===== config.mk =====
export PLATFORM = sky130hd
export DESIGN_NAME = isr_status_reg
export DESIGN_NICKNAME = d
export VERILOG_FILES = /design/src/rtl/isr_pkg.sv /design/src/rtl/isr_src_map.sv /design/src/rtl/isr_bit_cell.sv /design/src/rtl/isr_reload_detect.sv /design/src/rtl/isr_irq_gen.sv /design/src/rtl/isr_status_reg.sv
export SDC_FILE = /design/constraint.sdc
export NUM_CORES = 1
export LEC_CHECK = 0
export BUFFER_PORTS_ARGS = -buffer_cell sky130_fd_sc_hd__buf_4
export CORE_AREA = 3 3 40 42
export CTS_CLUSTER_SIZE = 8
export DETAILED_ROUTE_END_ITERATION = 16
export DIE_AREA = 0 0 43 45
export GPL_ROUTABILITY_DRIVEN = 0
export PLACE_DENSITY = 0.79
export SETUP_SLACK_MARGIN = 0.15
export SLEW_MARGIN = 20
export SYNTH_ARGS = -nofsm -noshare
export SYNTH_HDL_FRONTEND = slang
export SYNTH_SLANG_ARGS = --single-unit

===== constraint.sdc =====
create_clock -name clk_i -period 1.9 [get_ports clk_i]
set_input_delay 0.095 -clock clk_i [delete_from_list [all_inputs] [get_ports clk_i]]
set_output_delay 0.095 -clock clk_i [all_outputs]
set_load 0.005 [all_outputs]

===== src/rtl/isr_pkg.sv =====
package isr_pkg;
   localparam int unsigned ISR_W = 16;

   typedef struct packed {
      logic pkt_rx;
      logic tx_done;
      logic prog;
      logic desc_ex;
      logic buf_ex;
   } isr_src_t;
endpackage


===== src/rtl/isr_src_map.sv =====
module isr_src_map import isr_pkg::*; #(
   parameter int unsigned WIDTH       = ISR_W,
   parameter int unsigned POS_PKT_RX  = 0,
   parameter int unsigned POS_TX_DONE = 1,
   parameter int unsigned POS_PROG    = 2,
   parameter int unsigned POS_DESC_EX = 3,
   parameter int unsigned POS_BUF_EX  = 4
)(
   input  isr_src_t         src_i,
   output logic [WIDTH-1:0] set_vec_o
);
   for (genvar b = 0; b < WIDTH; b++) begin : g_bit
      if (b == POS_PKT_RX) begin : g_pkt
         assign set_vec_o[b] = src_i.pkt_rx;
      end else if (b == POS_TX_DONE) begin : g_txd
         assign set_vec_o[b] = src_i.tx_done;
      end else if (b == POS_PROG) begin : g_prg
         assign set_vec_o[b] = src_i.prog;
      end else if (b == POS_DESC_EX) begin : g_dex
         assign set_vec_o[b] = src_i.desc_ex;
      end else if (b == POS_BUF_EX) begin : g_bex
         assign set_vec_o[b] = src_i.buf_ex;
      end else begin : g_none
         assign set_vec_o[b] = 1'b0;
      end
   end
endmodule


===== src/rtl/isr_bit_cell.sv =====
module isr_bit_cell (
   input  logic clk_i,
   input  logic rst_ni,
   input  logic set_i,
   input  logic clr_i,
   output logic q_o
);
   always_ff @(posedge clk_i) begin
      if (!rst_ni)    q_o <= 1'b0;
      else if (set_i) q_o <= 1'b1;
      else if (clr_i) q_o <= 1'b0;
   end
endmodule


===== src/rtl/isr_reload_detect.sv =====
module isr_reload_detect #(
   parameter bit ENABLE = 1'b1
)(
   input  logic clk_i,
   input  logic rst_ni,
   input  logic wr_i,
   input  logic wbit_i,
   input  logic stat_i,
   output logic req_o
);
   if (ENABLE) begin : g_on
      always_ff @(posedge clk_i) begin
         if (!rst_ni) req_o <= 1'b0;
         else         req_o <= wr_i & wbit_i & stat_i;
      end
   end else begin : g_off
      logic unused_in;
      assign unused_in = clk_i ^ rst_ni ^ wr_i ^ wbit_i ^ stat_i;
      assign req_o = 1'b0;
   end
endmodule


===== src/rtl/isr_irq_gen.sv =====
module isr_irq_gen #(
   parameter int unsigned WIDTH      = 16,
   parameter bit          REGISTERED = 1'b1
)(
   input  logic             clk_i,
   input  logic             rst_ni,
   input  logic [WIDTH-1:0] status_i,
   input  logic [WIDTH-1:0] en_i,
   output logic             irq_o
);
   logic any_pending;
   assign any_pending = |(status_i & en_i);

   if (REGISTERED) begin : g_reg
      always_ff @(posedge clk_i) begin
         if (!rst_ni) irq_o <= 1'b0;
         else         irq_o <= any_pending;
      end
   end else begin : g_comb
      logic unused_in;
      assign unused_in = clk_i ^ rst_ni;
      assign irq_o = any_pending;
   end
endmodule


===== src/rtl/isr_status_reg.sv =====
module isr_status_reg import isr_pkg::*; #(
   parameter int unsigned      WIDTH       = ISR_W,
   parameter int unsigned      POS_PKT_RX  = 0,
   parameter int unsigned      POS_TX_DONE = 1,
   parameter int unsigned      POS_PROG    = 2,
   parameter int unsigned      POS_DESC_EX = 3,
   parameter int unsigned      POS_BUF_EX  = 4,
   parameter logic [WIDTH-1:0] WR_MASK     = 16'h001F,
   parameter bit               IRQ_REG     = 1'b1
)(
   input  logic             clk_i,
   input  logic             rst_ni,
   input  logic             host_wr_i,
   input  logic [WIDTH-1:0] host_wdata_i,
   input  logic             rx_pkt_set_i,
   input  logic             rx_desc_ex_set_i,
   input  logic             rx_buf_ex_set_i,
   input  logic             tx_done_set_i,
   input  logic             prog_int_set_i,
   input  logic [WIDTH-1:0] irq_en_i,
   output logic [WIDTH-1:0] status_o,
   output logic             irq_o,
   output logic             rx_reload_o
);
   localparam int unsigned MAXPOS = WIDTH - 1;
   localparam bit RELOAD_ON = WR_MASK[POS_BUF_EX];

   // elaboration-time parameter checks
   if (POS_PKT_RX > MAXPOS || POS_TX_DONE > MAXPOS || POS_PROG > MAXPOS ||
       POS_DESC_EX > MAXPOS || POS_BUF_EX > MAXPOS) begin : g_bad_pos
      $error("isr_status_reg: a source position exceeds WIDTH-1");
   end
   if (POS_PKT_RX == POS_TX_DONE || POS_PKT_RX == POS_PROG ||
       POS_PKT_RX == POS_DESC_EX || POS_PKT_RX == POS_BUF_EX ||
       POS_TX_DONE == POS_PROG || POS_TX_DONE == POS_DESC_EX ||
       POS_TX_DONE == POS_BUF_EX || POS_PROG == POS_DESC_EX ||
       POS_PROG == POS_BUF_EX || POS_DESC_EX == POS_BUF_EX) begin : g_bad_dup
      $error("isr_status_reg: two sources share a bit position");
   end

   isr_src_t         src;
   logic [WIDTH-1:0] set_vec;
   logic [WIDTH-1:0] clr_vec;
   logic [WIDTH-1:0] stat_q;

   assign src.pkt_rx  = rx_pkt_set_i;
   assign src.tx_done = tx_done_set_i;
   assign src.prog    = prog_int_set_i;
   assign src.desc_ex = rx_desc_ex_set_i;
   assign src.buf_ex  = rx_buf_ex_set_i;

   isr_src_map #(
      .WIDTH(WIDTH), .POS_PKT_RX(POS_PKT_RX), .POS_TX_DONE(POS_TX_DONE),
      .POS_PROG(POS_PROG), .POS_DESC_EX(POS_DESC_EX), .POS_BUF_EX(POS_BUF_EX)
   ) u_map (
      .src_i     (src),
      .set_vec_o (set_vec)
   );

   assign clr_vec = host_wr_i ? (host_wdata_i & WR_MASK) : '0;

   for (genvar b = 0; b < WIDTH; b++) begin : g_cell
      isr_bit_cell u_cell (
         .clk_i  (clk_i),
         .rst_ni (rst_ni),
         .set_i  (set_vec[b]),
         .clr_i  (clr_vec[b]),
         .q_o    (stat_q[b])
      );
   end

   isr_reload_detect #(.ENABLE(RELOAD_ON)) u_reload (
      .clk_i  (clk_i),
      .rst_ni (rst_ni),
      .wr_i   (host_wr_i),
      .wbit_i (host_wdata_i[POS_BUF_EX]),
      .stat_i (stat_q[POS_BUF_EX]),
      .req_o  (rx_reload_o)
   );

   isr_irq_gen #(.WIDTH(WIDTH), .REGISTERED(IRQ_REG)) u_irq (
      .clk_i    (clk_i),
      .rst_ni   (rst_ni),
      .status_i (stat_q),
      .en_i     (irq_en_i),
      .irq_o    (irq_o)
   );

   assign status_o = stat_q;
endmodule


# Word level (Yosys, flattened, before mapping)
# Cells that the tools add are included.
# word_totals
register_bits,7
latchBits,0
ramBits,0
romBits,0
inputBits,40
out_inout_bits,18
wordCells,27
n_memories,0
# op_classes
add_sub_neg,0
mul,0
div_mod_pow,0
order_cmp,0
eq_ne,0
shift,0
n_mux,11
bitwise_logic,3
reduce_logical,6
# ops
cell,n
bitwise AND 5 x 16 -> 16 bit,1
OR reduction 16 bit,1
2-to-1 mux 1 bit,10
nonzero test 2 bit,5
2-to-1 mux 5 bit,1
bitwise AND 1 bit,2

# Depth between registers and ports, before layout
# depth
word_depth,3
mapped_depth,2
mapped_depth_nobuf,2

# Cells and area by module
# From an unflattened synthesis, not the netlist that was laid out.
# hier_totals
cells_unflattened,85
area_unflattened_um2,963.4
# modules_own_cells
mod,instances,cells_per_inst,area_per_inst_um2,seq_area_each_um2
isr_bit_cell,16,3,41.3,20.0
isr_src_map,1,17,123.9,0.0
isr_irq_gen,1,12,115.1,20.0
isr_status_reg,1,6,35.0,0.0
isr_reload_detect,1,2,28.8,20.0

# Least setup slack after synthesis
# No wires, ideal clock.
# synth_timing
path_kind,register -> register
startpoint,reg g_cell[4].u_cell.q_o
endpoint,reg u_irq.irq_o
setup_time_ns,0.130
arrival_ns,0.670
required_time_ns,1.770
path_slack_ns,1.099
path_stages_with_launch,3
n_path_buf,0
period_less_slack_ns,0.801
cell_sequence,dfxtp_1 a222oi_1 a21boi_1
# synth_via
elab_chain_len,2
# synth_rtl
item,line_no,rtl
start: declaration,isr_bit_cell.sv:6,output logic q_o
start signal: assignment,isr_bit_cell.sv:9,if (!rst_ni) q_o <= 1'b0;
start signal: assignment,isr_bit_cell.sv:10,else if (set_i) q_o <= 1'b1;
start signal: assignment,isr_bit_cell.sv:11,else if (clr_i) q_o <= 1'b0;
bitwise AND 5 x 16 -> 16 bit,isr_irq_gen.sv:12,assign any_pending = |(status_i & en_i);
OR reduction 16 bit,isr_irq_gen.sv:12,
end signal: assignment,isr_irq_gen.sv:17,else irq_o <= any_pending;
end: declaration,isr_irq_gen.sv:9,output logic irq_o
# No other way between the ends.
# A chain may end at the register's enable or synchronous reset.

# Final worst setup path
# Same ends and word-level chain as after synthesis.

==> results.md <==
* Die width at 43 um
* Hold Path Class: primary input to flip-flop
* Arrival time at the worst endpoint at 1.03 ns
* Yosys warning count at 0
* First-pass GRT wire length at 1130 um
* Vias at 304
* Setup TNS at 0 ns
* Hpwl dp at 647 um
* Cell depth of the worst hold path at 2
* Die area at 1940 um2
* Register area share after synthesis at 0.375
* Highest net fanout along the worst path at 4
* R2R Path End: u_irq.irq_o$_SDFF_PN0_
* CTS H-tree lvls at 1
* Area Overhead vs Synth at 38.1%
* Count of flip-flops with a built-in enable after synthesis at 0
* Vias in the first global route at 265
* Slowest CP cell: a222oi_1
* Total track usage at 0.0861
* Die Y at 45 um
* Placed Instance Area at 490 um2
* DRT Wirelength at 773 um
* Design Area, Final at 517 um2
* Worst Setup Path Type: flip-flop to flip-flop
* Post-Syn Instances at 38
* Final #Nets at 101
* Yosys top cell by area: dfxtp_1
* Final count of negative-setup-slack endpoints at 0
* Antenna diodes at 0
* Max Fclk at 1110 MHz
* Skew-Pair Late Insertion Delay at 0.25 ns
* Worst ir drop on vdd at 0.363 mV
* Deepest clock path buffer count at 2
* Hold Startpoint: rx_buf_ex_set_i
* Crit path capture type: flip-flop
* CTS tree: yes
* RSZ-0062 raised after global routing: no
* Initial DRC count at 8
* DRC Markers at 0
* CP startpoint kind: flip-flop
* CP peak stage delay at 0.35 ns
* Antenna viol nets, final at 0
* Kind of cell adding the most delay to the critical path: compound AO/OA/AOI/OAI gates
* Main area contributors after synthesis: dfxtp_1 (37%), buf_4 (32%), a21boi_0 (10%), o21a_1 (10%), a222oi_1 (2.7%)
* Worst reg2reg path startpoint: g_cell[4].u_cell.q_o$_SDFFE_PN0P_
* Largest net degree at the start of global routing at 8
* Leak pwr at 0.259 nW
* Synth cell count leaders: buf_4 (16), dfxtp_1 (7), a21boi_0 (5), o21a_1 (5)
* R2R setup slack at 1.0 ns
* Clk sinks at 7
* Max-cap violations at 0
* DR vias/cell at 4.05
* Root cell of the clock tree: clkbuf_4
* CORE AREA at 1280 um2
* Port buffer count at 24
* Hold Crit Endpoint: g_cell[4].u_cell.q_o$_SDFFE_PN0P_
* Routed len/inst at 10.3 um
* I/O pins at 58
* Initial cell density of the core at 0.291
* Drt pass-1 iters at 4
* Clk_skew at 0.000479 ns
* Clock Pin Slew Worst Setup and Hold Paths at 0.05 ns
* Top-count cell post-synth: buf_4
* Synth Register Bits at 7
* Post-cts sizing count at 0
* Buf/Inv on CP at 0
* Syn Area/Cell at 9.84 um2
* Cell Rows at 13
* Top_reg_cell synth: dfxtp_1
* Cell Pwr Density at 704 nW/um2
* Setup Fix Bufs, Post-CTS at 0
* Place WS at 1.00 ns
* Top-area cell type share of the netlist area at 0.375
* Share of cells above drive strength 1 at 0.467
* Unique masters post-synth at 9
* Fin crit share at 0.475
* CTS Buf Count at 3
* Hold Fails Final Rpt at 0
* Antenna violations before repair at 0
* Post-route core utilization at 0.402
* Worst path cell trace: a222oi_1, a21boi_1
* Cell depth of the worst flop-to-flop path at 2
* Status: finished, final reports clean
* Worst path required time at 2.03 ns
* Hold-fix buffers, CTS at 0
* Final global-route overflow total at 0
* Cell area after synthesis at 374 um2
* Period minus WS final at 0.903 ns
* Async SR Flop Fraction at 0
* Slew Viols, Final at 0
* Final worst setup slack at 0.997 ns
worst max-delay path by stage:
stage / start / end / depth (start not counted)
finish: g_cell[4].u_cell.q_o$_SDFFE_PN0P_ / u_irq.irq_o$_SDFF_PN0_ / 2
global route: g_cell[4].u_cell.q_o$_SDFFE_PN0P_ / u_irq.irq_o$_SDFF_PN0_ / 2
CTS: g_cell[4].u_cell.q_o$_SDFFE_PN0P_ / u_irq.irq_o$_SDFF_PN0_ / 2
detailed placement: g_cell[4].u_cell.q_o$_SDFFE_PN0P_ / u_irq.irq_o$_SDFF_PN0_ / 2
global placement: g_cell[4].u_cell.q_o$_SDFFE_PN0P_ / u_irq.irq_o$_SDFF_PN0_ / 2
floorplan: g_cell[4].u_cell.q_o$_SDFFE_PN0P_ / u_irq.irq_o$_SDFF_PN0_ / 2
cells by family after synthesis:
logic type | count (synthesis) | share of synthesized area
flops | 7 | 0.375
compound gates | 13 | 0.268
buf+inv | 16 | 0.321
simple gates | 1 | 0.0268
other cells | 1 | 0.0100
metal layers:
layer / wire, um / up-vias / track usage
li1: - / 149 / -
met1: 238 / 130 / 0.0805
met2: 376 / 25 / 0.126
met3: 159 / 0 / 0.0876
met4: 0 / 0 / 0.0361
met5: 0 / - / 0
flip-flops by register name (all words and copies together) (netlist names):
signal and cells:
g_cell.u_cell.q_o 5, u_irq.irq_o 1, u_reload.req_o 1
area by class of cell:
cell class / count / area (um2)
clock buffer: 4 / 26.3
tap: 15 / 18.8
multi-input combinational: 25 / 151
sequential: 7 / 140
fill: 143 / 768
timing repair buffer: 24 / 180
layout by cell type (no fill, tap or decap):
| cell type | count |
|---|---|
| a22oi_1 | 1 |
| clkbuf_4 | 3 |
| and4_2 | 1 |
| buf_4 | 24 |
| conb_1 | 11 |
| clkbuf_1 | 1 |
| a21boi_1 | 1 |
| dfxtp_1 | 7 |
| o21a_1 | 5 |
| a21boi_0 | 5 |
| a222oi_1 | 1 |
through the flow:
stage,std cells,power [W],hold WS (ns)
after floorplan,48,0.000212,0.213
after global placement,71,0.000232,0.307
after detailed placement,71,0.000233,0.308
after CTS,75,0.000371,0.0431
after global routing,75,0.000395,0.0295
final,75,0.000364,0.0500
power by group:
part	switching [W]	internal (W)
Combinational	0.0000223	0.0000439
Sequential	0.00000582	0.000157
Clock	0.0000544	0.0000801
Note: power is estimated with default switching activity, not from simulation.
